$ cat config.mk
export PLATFORM = sky130hd
export DESIGN_NAME = serout_ctl_reg
export DESIGN_NICKNAME = d
export VERILOG_FILES = /design/src/rtl/socr_pkg.sv /design/src/rtl/socr_sync.sv /design/src/rtl/socr_shift.sv /design/src/rtl/socr_outreg.sv /design/src/rtl/serout_ctl_reg.sv
export SDC_FILE = /design/constraint.sdc
export NUM_CORES = 1
export LEC_CHECK = 0
export ABC_AREA = 1
export BUFFER_PORTS_ARGS = -buffer_cell sky130_fd_sc_hd__buf_2
export CORE_MARGIN = 1
export CORE_UTILIZATION = 58
export DETAILED_ROUTE_END_ITERATION = 10
export HOLD_SLACK_MARGIN = 0.02
export PLACE_DENSITY = 0.77
export REMOVE_ABC_BUFFERS = 1
export SLEW_MARGIN = 15
export SYNTH_ARGS = -nofsm -noshare
export SYNTH_HDL_FRONTEND = slang
export SYNTH_SLANG_ARGS = --single-unit
$ cat constraint.sdc
create_clock -name clk -period 2.5 [get_ports clk]
set_clock_uncertainty 0.15 [all_clocks]
set_input_delay 0.125 -clock clk [delete_from_list [all_inputs] [get_ports clk]]
set_output_delay 0.125 -clock clk [all_outputs]
set_load 0.05 [all_outputs]
$ cat src/rtl/socr_pkg.sv
// Package: shared sizes for the serial-loaded output control register.
// Assumes: an 8-output default word and two-stage input synchronizers.
package socr_pkg;
    localparam int WORD_W_DEF = 8;
    localparam int SYNC_STAGES_DEF = 2;
endpackage

$ cat src/rtl/socr_sync.sv
// Module: socr_sync
// Brings N asynchronous single-bit inputs into the clk domain through a
// chain of STAGES flops for each bit. Each bit has its own reset value, so
// an idle-high select line does not produce a false edge after reset.
// Assumes: each input is stable for longer than STAGES clock periods.
module socr_sync #(
    parameter int N = 3,
    parameter int STAGES = 2,
    parameter logic [N-1:0] RST_VAL = '0
) (
    input  logic         clk,
    input  logic         rst_n,
    input  logic [N-1:0] d_i,
    output logic [N-1:0] q_o
);
    generate
        for (genvar b = 0; b < N; b++) begin : g_bit
            logic [STAGES-1:0] chain_q;
            // Shift the raw input through the synchronizer chain.
            always_ff @(posedge clk) begin
                if (!rst_n) chain_q <= {STAGES{RST_VAL[b]}};
                else        chain_q <= {chain_q[STAGES-2:0], d_i[b]};
            end
            assign q_o[b] = chain_q[STAGES-1];
        end
    endgenerate
endmodule

$ cat src/rtl/socr_shift.sv
// Module: socr_shift
// Detects edges on the synchronized select and serial clock. While select
// is low it shifts data in, MSB first, and counts bits; the count saturates
// one above the word length. On the select rising edge it raises commit_o
// for one cycle, but only if exactly WORD_W bits were counted.
// Assumes: inputs are already synchronized and mutually aligned.
module socr_shift #(
    parameter int WORD_W = 8
) (
    input  logic              clk,
    input  logic              rst_n,
    input  logic              cs_n_s,
    input  logic              sclk_s,
    input  logic              sdi_s,
    output logic              commit_o,
    output logic [WORD_W-1:0] word_o
);
    localparam int CNT_W = $clog2(WORD_W + 2);
    localparam logic [CNT_W-1:0] FULL = CNT_W'(WORD_W);
    localparam logic [CNT_W-1:0] CAP  = CNT_W'(WORD_W + 1);

    logic              cs_prev_q, sclk_prev_q;
    logic              cs_rise, cs_fall, sclk_rise;
    logic [CNT_W-1:0]  cnt_q;
    logic [WORD_W-1:0] shreg_q;

    // Remember last synchronized levels for edge detection.
    always_ff @(posedge clk) begin
        if (!rst_n) begin
            cs_prev_q   <= 1'b1;
            sclk_prev_q <= 1'b0;
        end else begin
            cs_prev_q   <= cs_n_s;
            sclk_prev_q <= sclk_s;
        end
    end

    assign cs_rise   = cs_n_s & ~cs_prev_q;
    assign cs_fall   = ~cs_n_s & cs_prev_q;
    assign sclk_rise = sclk_s & ~sclk_prev_q & ~cs_n_s;

    // Count serial-clock rising edges in the frame; restart when select falls.
    always_ff @(posedge clk) begin
        if (!rst_n)                         cnt_q <= '0;
        else if (cs_fall)                   cnt_q <= '0;
        else if (sclk_rise && cnt_q != CAP) cnt_q <= cnt_q + 1'b1;
    end

    // Shift serial data in, MSB first.
    always_ff @(posedge clk) begin
        if (!rst_n)         shreg_q <= '0;
        else if (sclk_rise) shreg_q <= {shreg_q[WORD_W-2:0], sdi_s};
    end

    assign commit_o = cs_rise && (cnt_q == FULL);
    assign word_o   = shreg_q;

    // the bit count never wraps past its saturation value.
    assert_cnt_cap_R5: assert property (@(posedge clk) disable iff (!rst_n)
        cnt_q <= CAP);
    // the shifter is frozen while select is high.
    assert_idle_frozen_R6: assert property (@(posedge clk) disable iff (!rst_n)
        cs_n_s |=> $stable(shreg_q));
    // the counter is zero right after a select falling edge.
    assert_restart_R9: assert property (@(posedge clk) disable iff (!rst_n)
        cs_fall |=> cnt_q == '0);
endmodule

$ cat src/rtl/socr_outreg.sv
// Module: socr_outreg
// Holds the committed control word. It loads only on commit_i and is
// cleared by reset. It produces the driver enables: all are gated off
// while reset is low, and bit 0 is ORed with the parallel enable.
// Assumes: commit_i is a single-cycle pulse aligned with a valid word_i.
module socr_outreg #(
    parameter int WORD_W = 8
) (
    input  logic              clk,
    input  logic              rst_n,
    input  logic              commit_i,
    input  logic [WORD_W-1:0] word_i,
    input  logic              par_en_i,
    output logic [WORD_W-1:0] drv_o
);
    logic [WORD_W-1:0] ctl_q;

    // Load the committed word; clear on reset.
    always_ff @(posedge clk) begin
        if (!rst_n)        ctl_q <= '0;
        else if (commit_i) ctl_q <= word_i;
    end

    generate
        for (genvar i = 0; i < WORD_W; i++) begin : g_drv
            if (i == 0) begin : g_par
                assign drv_o[i] = rst_n & (ctl_q[i] | par_en_i);
            end else begin : g_ser
                assign drv_o[i] = rst_n & ctl_q[i];
            end
        end
    endgenerate

    // without a commit the register keeps its value.
    assert_hold_R3: assert property (@(posedge clk) disable iff (!rst_n)
        !commit_i |=> $stable(ctl_q));
    // a reset cycle leaves the register cleared.
    assert_reset_clear_R8: assert property (@(posedge clk)
        !rst_n |=> ctl_q == '0);
endmodule

$ cat src/rtl/serout_ctl_reg.sv
// Module: serout_ctl_reg (top)
// Serial-loaded output control register. It synchronizes the serial pins,
// shifts a word, commits it when select rises after exactly WORD_W bits,
// and drives WORD_W low-side enables. Output 1 is also enabled by a
// parallel pin.
// Assumes: the serial clock and data are slow compared with clk (each
// level is held for several clk periods).
module serout_ctl_reg #(
    parameter int WORD_W = socr_pkg::WORD_W_DEF,
    parameter int SYNC_STAGES = socr_pkg::SYNC_STAGES_DEF
) (
    input  logic              clk,
    input  logic              rst_n,
    input  logic              cs_n,
    input  logic              sclk,
    input  logic              sdi,
    input  logic              out1_par_en,
    output logic [WORD_W-1:0] drv_en
);
    logic [2:0]        sync_q;
    logic              commit;
    logic [WORD_W-1:0] word;

    socr_sync #(.N(3), .STAGES(SYNC_STAGES), .RST_VAL(3'b100)) u_sync (
        .clk   (clk),
        .rst_n (rst_n),
        .d_i   ({cs_n, sclk, sdi}),
        .q_o   (sync_q)
    );

    socr_shift #(.WORD_W(WORD_W)) u_shift (
        .clk      (clk),
        .rst_n    (rst_n),
        .cs_n_s   (sync_q[2]),
        .sclk_s   (sync_q[1]),
        .sdi_s    (sync_q[0]),
        .commit_o (commit),
        .word_o   (word)
    );

    socr_outreg #(.WORD_W(WORD_W)) u_out (
        .clk      (clk),
        .rst_n    (rst_n),
        .commit_i (commit),
        .word_i   (word),
        .par_en_i (out1_par_en),
        .drv_o    (drv_en)
    );

    // the parallel enable always holds output 1 on outside reset.
    assert_par_out1_R7: assert property (@(posedge clk) disable iff (!rst_n)
        out1_par_en |-> drv_en[0]);
endmodule

Word-level counts from Yosys, hierarchy flattened:

Index checks and enable logic that the tools add are counted.

* bits in registers: 28
* word-level logic and storage cells: 31

* equal/unequal tests: 2
* add/sub/neg operators: 1
* reduce and logical (&&, ||, !) cells: 3
* bitwise logic cells: 17

Operator list (number)
* AND 1 bit: 12
* adder 4 x 1 -> 4 bit, second input constant: 1
* == test 4 bit, second input constant: 1
* != test 4 bit, second input constant: 1
* NOT 1 bit: 4
* logical AND 1 bit: 2
* OR reduction 2 bit: 1
* bitwise OR 1 bit: 1

Logic depth before layout (Yosys ltp):

Gate-level depths: netlist (run 1).

* depth in word-level cells: 4
* gate-level depth with buffers: 8

Hierarchy:

A second synthesis (run 1) with hierarchy kept.

* cells, all modules: 172
* area, all modules: 1256.2 um^2

By module, submodules not included
* socr_shift: cells an instance 84, area an instance 618.1 um^2, times used 1
* socr_outreg: cells an instance 67, area an instance 450.4 um^2, times used 1
* socr_sync: cells an instance 21, area an instance 187.7 um^2, times used 1

Worst setup path before layout (run 1):

OpenSTA, ideal clock, no wires.

* kind: flip-flop to flip-flop
* start point: register u_shift.cnt_q[0]
* end point: register u_out.ctl_q[6]
* arrival time: 1.087 ns
* path buffers: 1
* clock period less this slack: 1.350 ns
* slack: 1.150 ns
* cell stages (with the launch flop): 8
* cell sequence: dfxtp_1 > inv_1 > ha_1 > nand2_1 > nor2_4 > buf_6 > a21oi_2 > nor2_2

* word-level cells in the longest chain between the ends: 2

RTL lines
* start: declaration: RTL line socr_shift.sv:24 `logic [CNT_W-1:0] cnt_q;`
* start signal: assignment: RTL line socr_shift.sv:46 `else if (sclk_rise && cnt_q != CAP) cnt_q <= cnt_q + 1'b1;`
* == test 4 bit: RTL line socr_shift.sv:55 `assign commit_o = cs_rise && (cnt_q == FULL);`
* logical AND 1 bit: RTL line socr_shift.sv:55
* end signal: assignment: RTL line socr_outreg.sv:21 `else if (commit_i) ctl_q <= word_i;`
* end: declaration: RTL line socr_outreg.sv:16 `logic [WORD_W-1:0] ctl_q;`

Every way passes these cells.
A chain may end at the register's enable or synchronous reset.

Worst setup path in the final report (run 1):

* start point: register u_shift.cnt_q[0]
* end point: register u_out.ctl_q[2]

The elaborated chain is that of the path after synthesis.

==> metrics.md, run 1 <==
| Metric | Value |
|---|---|
| Die X-Extent | `48.73 um` |
| Via/cell ratio | `4.970` |
| Clock slew at reported path FFs | `0.14 ns` |
| Combinational power share | `0.058` |
| Post-synth top flop | `dfxtp_1` |
| Post-route setup slack | `0.9117 ns` |
| Outcome | `completed` |
| Sequential element share of the synthesized area | `0.4427` |
| Tmin final | `1.588 ns` |
| Startpoint types | `register` |
| Post-synth top cells | `33 x nand2_1, 28 x dfxtp_1, 27 x inv_1, 12 x a21oi_1, 11 x nor2_1` |
| Setup TNS | `0 ns` |
| Total wire length | `2.043 mm` |
| Clock tree buffer depth | `2` |
| Reg-to-reg slack, setup | `0.91 ns` |
| Gr usage total | `0.1908` |
| Clk root buf | `clkbuf_4` |
| Share of the synthesized area in the top cell type | `0.4427` |
| Core ar. | `2002 um^2` |
| Nets@finish | `185` |
| Area grow syn2layout | `8.103%` |
| CP arrival | `1.68 ns` |
| Congestion Overflow GR | `0` |
| Reg-to-Reg Start | `u_shift.cnt_q[0]$_SDFFE_PP0P_` |
| Leak | `0.6732 nW` |
| Sw Share | `0.2236` |
| Clock power share | `0.306` |
| Max Clock Freq | `629.6 MHz` |
| Setup CP Type | `reg -> reg` |
| Post-synth ARST share | `0` |
| Fin. Hold Viols | `0` |
| Clock latency on the worst-skew pair | `0.33 ns` |
| Sequential fraction of design power | `0.636` |
| Hold Path Sink | `u_shift.cs_prev_q$_SDFF_PN1_` |
| GPL Wtd Cong | `0.8001` |
| Internal Power | `0.5582 mW` |
| Routed WL per cell | `10.11 um` |
| Power per cell area | `525.3 nW/um^2` |
| Number of fill cells | `186` |
| CP max FO | `16` |
| Remaining DRCs | `0` |
| FF+latch count, synth | `28` |
| First-pass GRT wire length | `3.491 mm` |
| ANT nets after route | `0` |
| PnR Total Power | `0.7190 mW` |
| RSZ-0062 raised after global routing | `false` |
| Hold slack | `0.03355 ns` |
| Reg2Reg Depth | `7` |
| DP Wirelength | `1.404 mm` |
| Largest net degree at the start of global routing | `31` |
| Cell Area, Synth | `1266 um^2` |
| CTS tree | `yes` |
| Slew Limit Fails | `0` |
| Mean Syn Cell Area | `7.865 um^2` |
| Hold_sp | `rst_n` |
| NetSw | `0.1608 mW` |
| Required time worst endpoint | `2.60 ns` |
| Synth area leader | `dfxtp_1` |
| Worst r2r dst | `u_out.ctl_q[2]$_SDFFE_PN0P_` |
| DRT Pass-1 Iters | `4` |
| Dpl ws | `0.9255 ns` |
| Layout cells sized above 1 | `0.2229` |
| Inserted Clock Buffers | `3` |
| Worst Tran Pin Value | `0.4566 ns` |
| DRT iter0 DRCs | `20` |
| Worst hold path depth | `2` |
| Vias | `1004` |
| Crit path capture type | `register` |
| Syn. warnings | `0` |
| Cell variety after synth | `24` |
| Relative slew slack | `0.6949` |
| Die Span Y | `48.73 um` |
| Buffers on Ports | `13` |
| H-tree depth | `1` |
| Maximum VDD drop | `0.0003597 V` |
| Fin crit share | `0.6353` |
| Number of antenna diodes | `0` |
| Die area | `2374 um^2` |
| Synth top area cells | `dfxtp_1 44%, nand2_1 9.8%, inv_1 8.0%` |
| Initial antenna violation count | `0` |
| Final setup vio count | `0` |
| Post-Synthesis Cells | `161` |
| Initial Util | `0.6325` |
| # IOs | `14` |
| Sink Count | `28` |
| EDFF count, synth | `0` |
| Site Rows | `16` |
| Vias in the first global route | `882` |
| Leading cell type by number of instances after synthesis | `nand2_1` |
| Hold crit path type | `in -> reg` |
| Maxcap violations | `0` |
flip-flops by register name, indices dropped and copies added (netlist names):
name                  flops
u_out.ctl_q               8
u_shift.word_o            8
u_sync.g_bit.chain_q      6
u_shift.cnt_q             4
u_shift.cs_prev_q         1
u_shift.sclk_prev_q       1
cells by family after synthesis:
| kind of cell | count (synthesis) | share of synthesized area |
|---|---|---|
| fa+ha+maj | 3 | 0.02965 |
| flops | 28 | 0.4427 |
| simple gates | 65 | 0.2490 |
| compound gates | 29 | 0.1383 |
| buf+inv | 36 | 0.1403 |
critical path, cell delays in order, from the launching register on:
cell	delay (ns)
dfxtp_1	0.39
inv_1	0.09
ha_1	0.14
nand2_1	0.07
nor2_4	0.37
nand3_1	0.14
nand2_1	0.10
nor2_1	0.04
stage by stage:
stage            util  cells  area (um^2)
2_1_floorplan       -    155         1204
3_3_place_gp   0.6506    195         1303
3_5_place_dp   0.6506    195         1303
4_1_cts        0.6838    202         1369
5_1_grt        0.6838    202         1369
6_report       0.6838    202         1369
power by group through the flow:
| stage | registers, mW | clock network, mW | logic, mW |
|---|---|---|---|
| after CTS | 0.457 | 0.225 | 0.0418 |
| after global placement | 0.467 | 0 | 0.0368 |
| after floorplan | 0.466 | 0 | 0.0243 |
| after global routing | 0.458 | 0.238 | 0.0468 |
| final | 0.457 | 0.220 | 0.0417 |
| after detailed placement | 0.467 | 0 | 0.0382 |
worst max-delay path by stage:
stage                                              from                          end  slack, ns  depth (start not counted)
final                     u_shift.cnt_q[0]$_SDFFE_PP0P_  u_out.ctl_q[2]$_SDFFE_PN0P_       0.91                          7
after CTS                 u_shift.cnt_q[0]$_SDFFE_PP0P_  u_out.ctl_q[2]$_SDFFE_PN0P_       0.90                          7
after global routing      u_shift.cnt_q[0]$_SDFFE_PP0P_  u_out.ctl_q[2]$_SDFFE_PN0P_       0.80                          7
after global placement    u_shift.cnt_q[0]$_SDFFE_PP0P_  u_out.ctl_q[2]$_SDFFE_PN0P_       0.99                          7
after floorplan           u_shift.cnt_q[0]$_SDFFE_PP0P_  u_out.ctl_q[0]$_SDFFE_PN0P_       1.10                          7
after detailed placement  u_shift.cnt_q[0]$_SDFFE_PP0P_  u_out.ctl_q[2]$_SDFFE_PN0P_       0.93                          7
layout by cell type (no fill, tap or decap), types with 8 or more instances in the layout:
| cell | instances |
|---|---|
| dfxtp_1 | 28 |
| nand2_1 | 33 |
| nor2_1 | 11 |
| buf_2 | 13 |
| inv_1 | 27 |
| a21oi_2 | 8 |
| o21ai_0 | 8 |
| a21oi_1 | 12 |
| nand3_1 | 9 |
repair_timing:
| item | CTS | global route |
|---|---|---|
| endpoints found under the hold margin | 3 | 0 |
| hold buffers | 3 | 0 |
| buffers inserted | 0 | 0 |
| resized for setup | 0 | 0 |
metal layers:
metal | part of all wire | track usage
met1 | 0.46 | 0.2028
met5 | 0 | 0
met2 | 0.48 | 0.3519
met3 | 0.034 | 0.03774
met4 | 0.025 | 0.09804
area by class of cell:
cell class | count | area (um^2) | share of cell area
clock buffers | 4 | 36.28 | 0.02651
inverters | 30 | 115.1 | 0.08409
multi-input cells | 97 | 528.0 | 0.3857
flip-flops and latches | 28 | 560.5 | 0.4095
well taps | 27 | 33.78 | 0.02468
repair buffers | 16 | 95.09 | 0.06947
Note: power is estimated with default switching activity, not from simulation.
==> run 2: changes to the inputs <==
Settings changed: CORE_UTILIZATION 58 to 56, PLACE_DENSITY 0.77 to 0.75.
Clock period 2.5 ns to 1.5 ns, I/O delays scaled along.
==> run 2 against run 1 <==
  * Hold slack worse by 0.0049 ns
  * Sequential cell count stayed put
  * Register-to-register slack worse by 0.83 ns
  * Largest cell class unchanged
  * Die area is 3.4% higher
  * Sequential power is 67% higher
  * Routed wire length is 17% higher
  * Cell area is 13% higher
  * Clock-buffer cell count is 1 lower
==> metrics.md, run 2 (synthesis results as in run 1) <==
| Metric | Value |
|---|---|
| Outcome | `completed` |
| Nets@finish | `198` |
| Relative slew slack | `0.8340` |
| RSZ-0062 raised after global routing | `false` |
| # IOs | `14` |
| Remaining DRCs | `0` |
| Placed insts | `197` |
| Clock latency on the worst-skew pair | `0.34 ns` |
| Final setup vio count | `0` |
| Core ar. | `2042 um^2` |
| Clock slew at reported path FFs | `0.15 ns` |
| Vias | `1067` |
| Routed WL per cell | `11.10 um` |
| Crit path largest cell delay | `0.55 ns` |
| DRT Pass-1 Iters | `4` |
| Congestion Overflow GR | `0` |
| Tmin final | `1.457 ns` |
| Setup TNS | `0 ns` |
| Largest net degree at the start of global routing | `19` |
| Die Span Y | `49.55 um` |
| Total wire length | `2.387 mm` |
| H-tree depth | `1` |
| ANT nets after route | `0` |
| Vias in the first global route | `1032` |
| Required time worst endpoint | `1.60 ns` |
| Startpoint types | `input pin` |
| Max Clock Freq | `686.2 MHz` |
| Power per cell area | `890.0 nW/um^2` |
| Fin. Hold Viols | `0` |
| Hold crit path type | `in -> reg` |
| First-pass GRT wire length | `4.271 mm` |
| Number of fill cells | `158` |
| Gr usage total | `0.2295` |
| WP buf/inv | `3` |
| Inserted Clock Buffers | `3` |
| Setup bufs post-CTS | `0` |
| Site Rows | `16` |
| Layout cells sized above 1 | `0.2287` |
| DP Wirelength | `1.385 mm` |
| Slowest cell on the critical path | `dlygate4sd3_1` |
| Most frequent cells in the layout | `33 x nand2_1, 27 x inv_1, 26 x dfxtp_1` |
| Maximum VDD drop | `0.0007340 V` |
| Most common cell after layout, fill and taps aside | `nand2_1` |
| Area of the multi-input gates | `528.0 um^2` |
| Via/cell ratio | `4.963` |
| Area grow syn2layout | `21.64%` |
| Number of antenna diodes | `0` |
| Die area | `2455 um^2` |
| Crit path top cell by count | `dlygate4sd3_1` |
| Setup CP Type | `in -> reg` |
| Buffers on Ports | `13` |
| DRT iter0 DRCs | `19` |
| Crit path capture type | `register` |
| Sink Count | `28` |
| GPL Wtd Cong | `0.7954` |
| Initial antenna violation count | `0` |
| CP max FO | `1` |
| Fin cells | `215` |
| Worst path top cell family by delay | `buffers and inverters` |
| CP cell instances | `dlygate4sd3_1 -> buf_2 -> or2_2 -> dlygate4sd3_1` |
| Clock tree buffer depth | `2` |
| Maxcap violations | `0` |
| Initial Util | `0.6201` |
| CTS tree | `yes` |
| Worst Tran Pin Value | `0.2507 ns` |
| Leak | `0.7318 nW` |
| Clk root buf | `clkbuf_4` |
| Slew Limit Fails | `0` |
| Die X-Extent | `49.55 um` |
| CP arrival | `1.56 ns` |
| Sequential cell area | `565.5 um^2` |
| Fin crit share | `0.9715` |
-- run 2: final timing paths --
kind | startpoint | endpoint | slack [ns] | cells after the start
setup / recovery | cs_n | u_sync.g_bit[2].chain_q[0]$_SDFF_PN1_ | 0.04 | 4
setup reg to reg | u_shift.cnt_q[0]$_SDFFE_PP0P_ | u_out.ctl_q[2]$_SDFFE_PN0P_ | 0.08 | 8
hold reg to reg | u_sync.g_bit[2].chain_q[0]$_SDFF_PN1_ | u_sync.g_bit[2].chain_q[1]$_SDFF_PN1_ | 0.29 | 1
hold / removal | rst_n | u_out.ctl_q[0]$_SDFFE_PN0P_ | 0.03 | 4
-- run 2: repair_timing --
action / CTS / global route
endpoints found under the setup margin: 0 / 9
endpoints found under the hold margin: 13 / 0
hold buffers: 14 / 0
resized for setup: 0 / 3
-- run 2: layer usage --
metal	track usage	share of wire	vias up	routed length [um]
li1	-	-	551	-
met1	0.2548	0.47	486	1118
met2	0.4032	0.47	23	1128
met3	0.04012	0.029	7	70
met4	0.1381	0.029	0	70
met5	0	0	-	0
-- run 2: area by class of cell --
class / count / area share
flip-flops and latches: 28 / 0.3672
multi-input cells: 97 / 0.3428
repair buffers: 29 / 0.1592
inverters: 30 / 0.07474
well taps: 27 / 0.02193
clock inverters: 1 / 0.01950
clock buffers: 3 / 0.01462
-- run 2: through the flow --
stage | setup WS, ns | total power, mW | hold slack, ns | utilization | instance area (um^2)
after floorplan | 0.1028 | 0.8178 | -0.006034 | - | 1204
after global placement | 0.1384 | 0.8492 | 0.1078 | 0.6575 | 1343
after detailed placement | 0.07221 | 0.8510 | 0.1118 | 0.6575 | 1343
after CTS | 0.05304 | 1.377 | 0.02079 | 0.7518 | 1535
after global routing | 0.01487 | 1.404 | 0.06149 | 0.7543 | 1540
final | 0.04273 | 1.371 | 0.02869 | 0.7543 | 1540
-- run 2: worst register-to-register path, stage by stage, from the launching register on --
cell     delay [ns]
dfxtp_4        0.39
inv_1          0.08
ha_1           0.14
nand2_1        0.07
nor2_4         0.10
buf_12         0.16
nand3_1        0.09
nand2_1        0.10
nor2_1         0.06
-- run 2: power by group --
group	internal, mW	switching (mW)
combinational	0.0496	0.0508
clock	0.271	0.238
sequential	0.755	0.00652
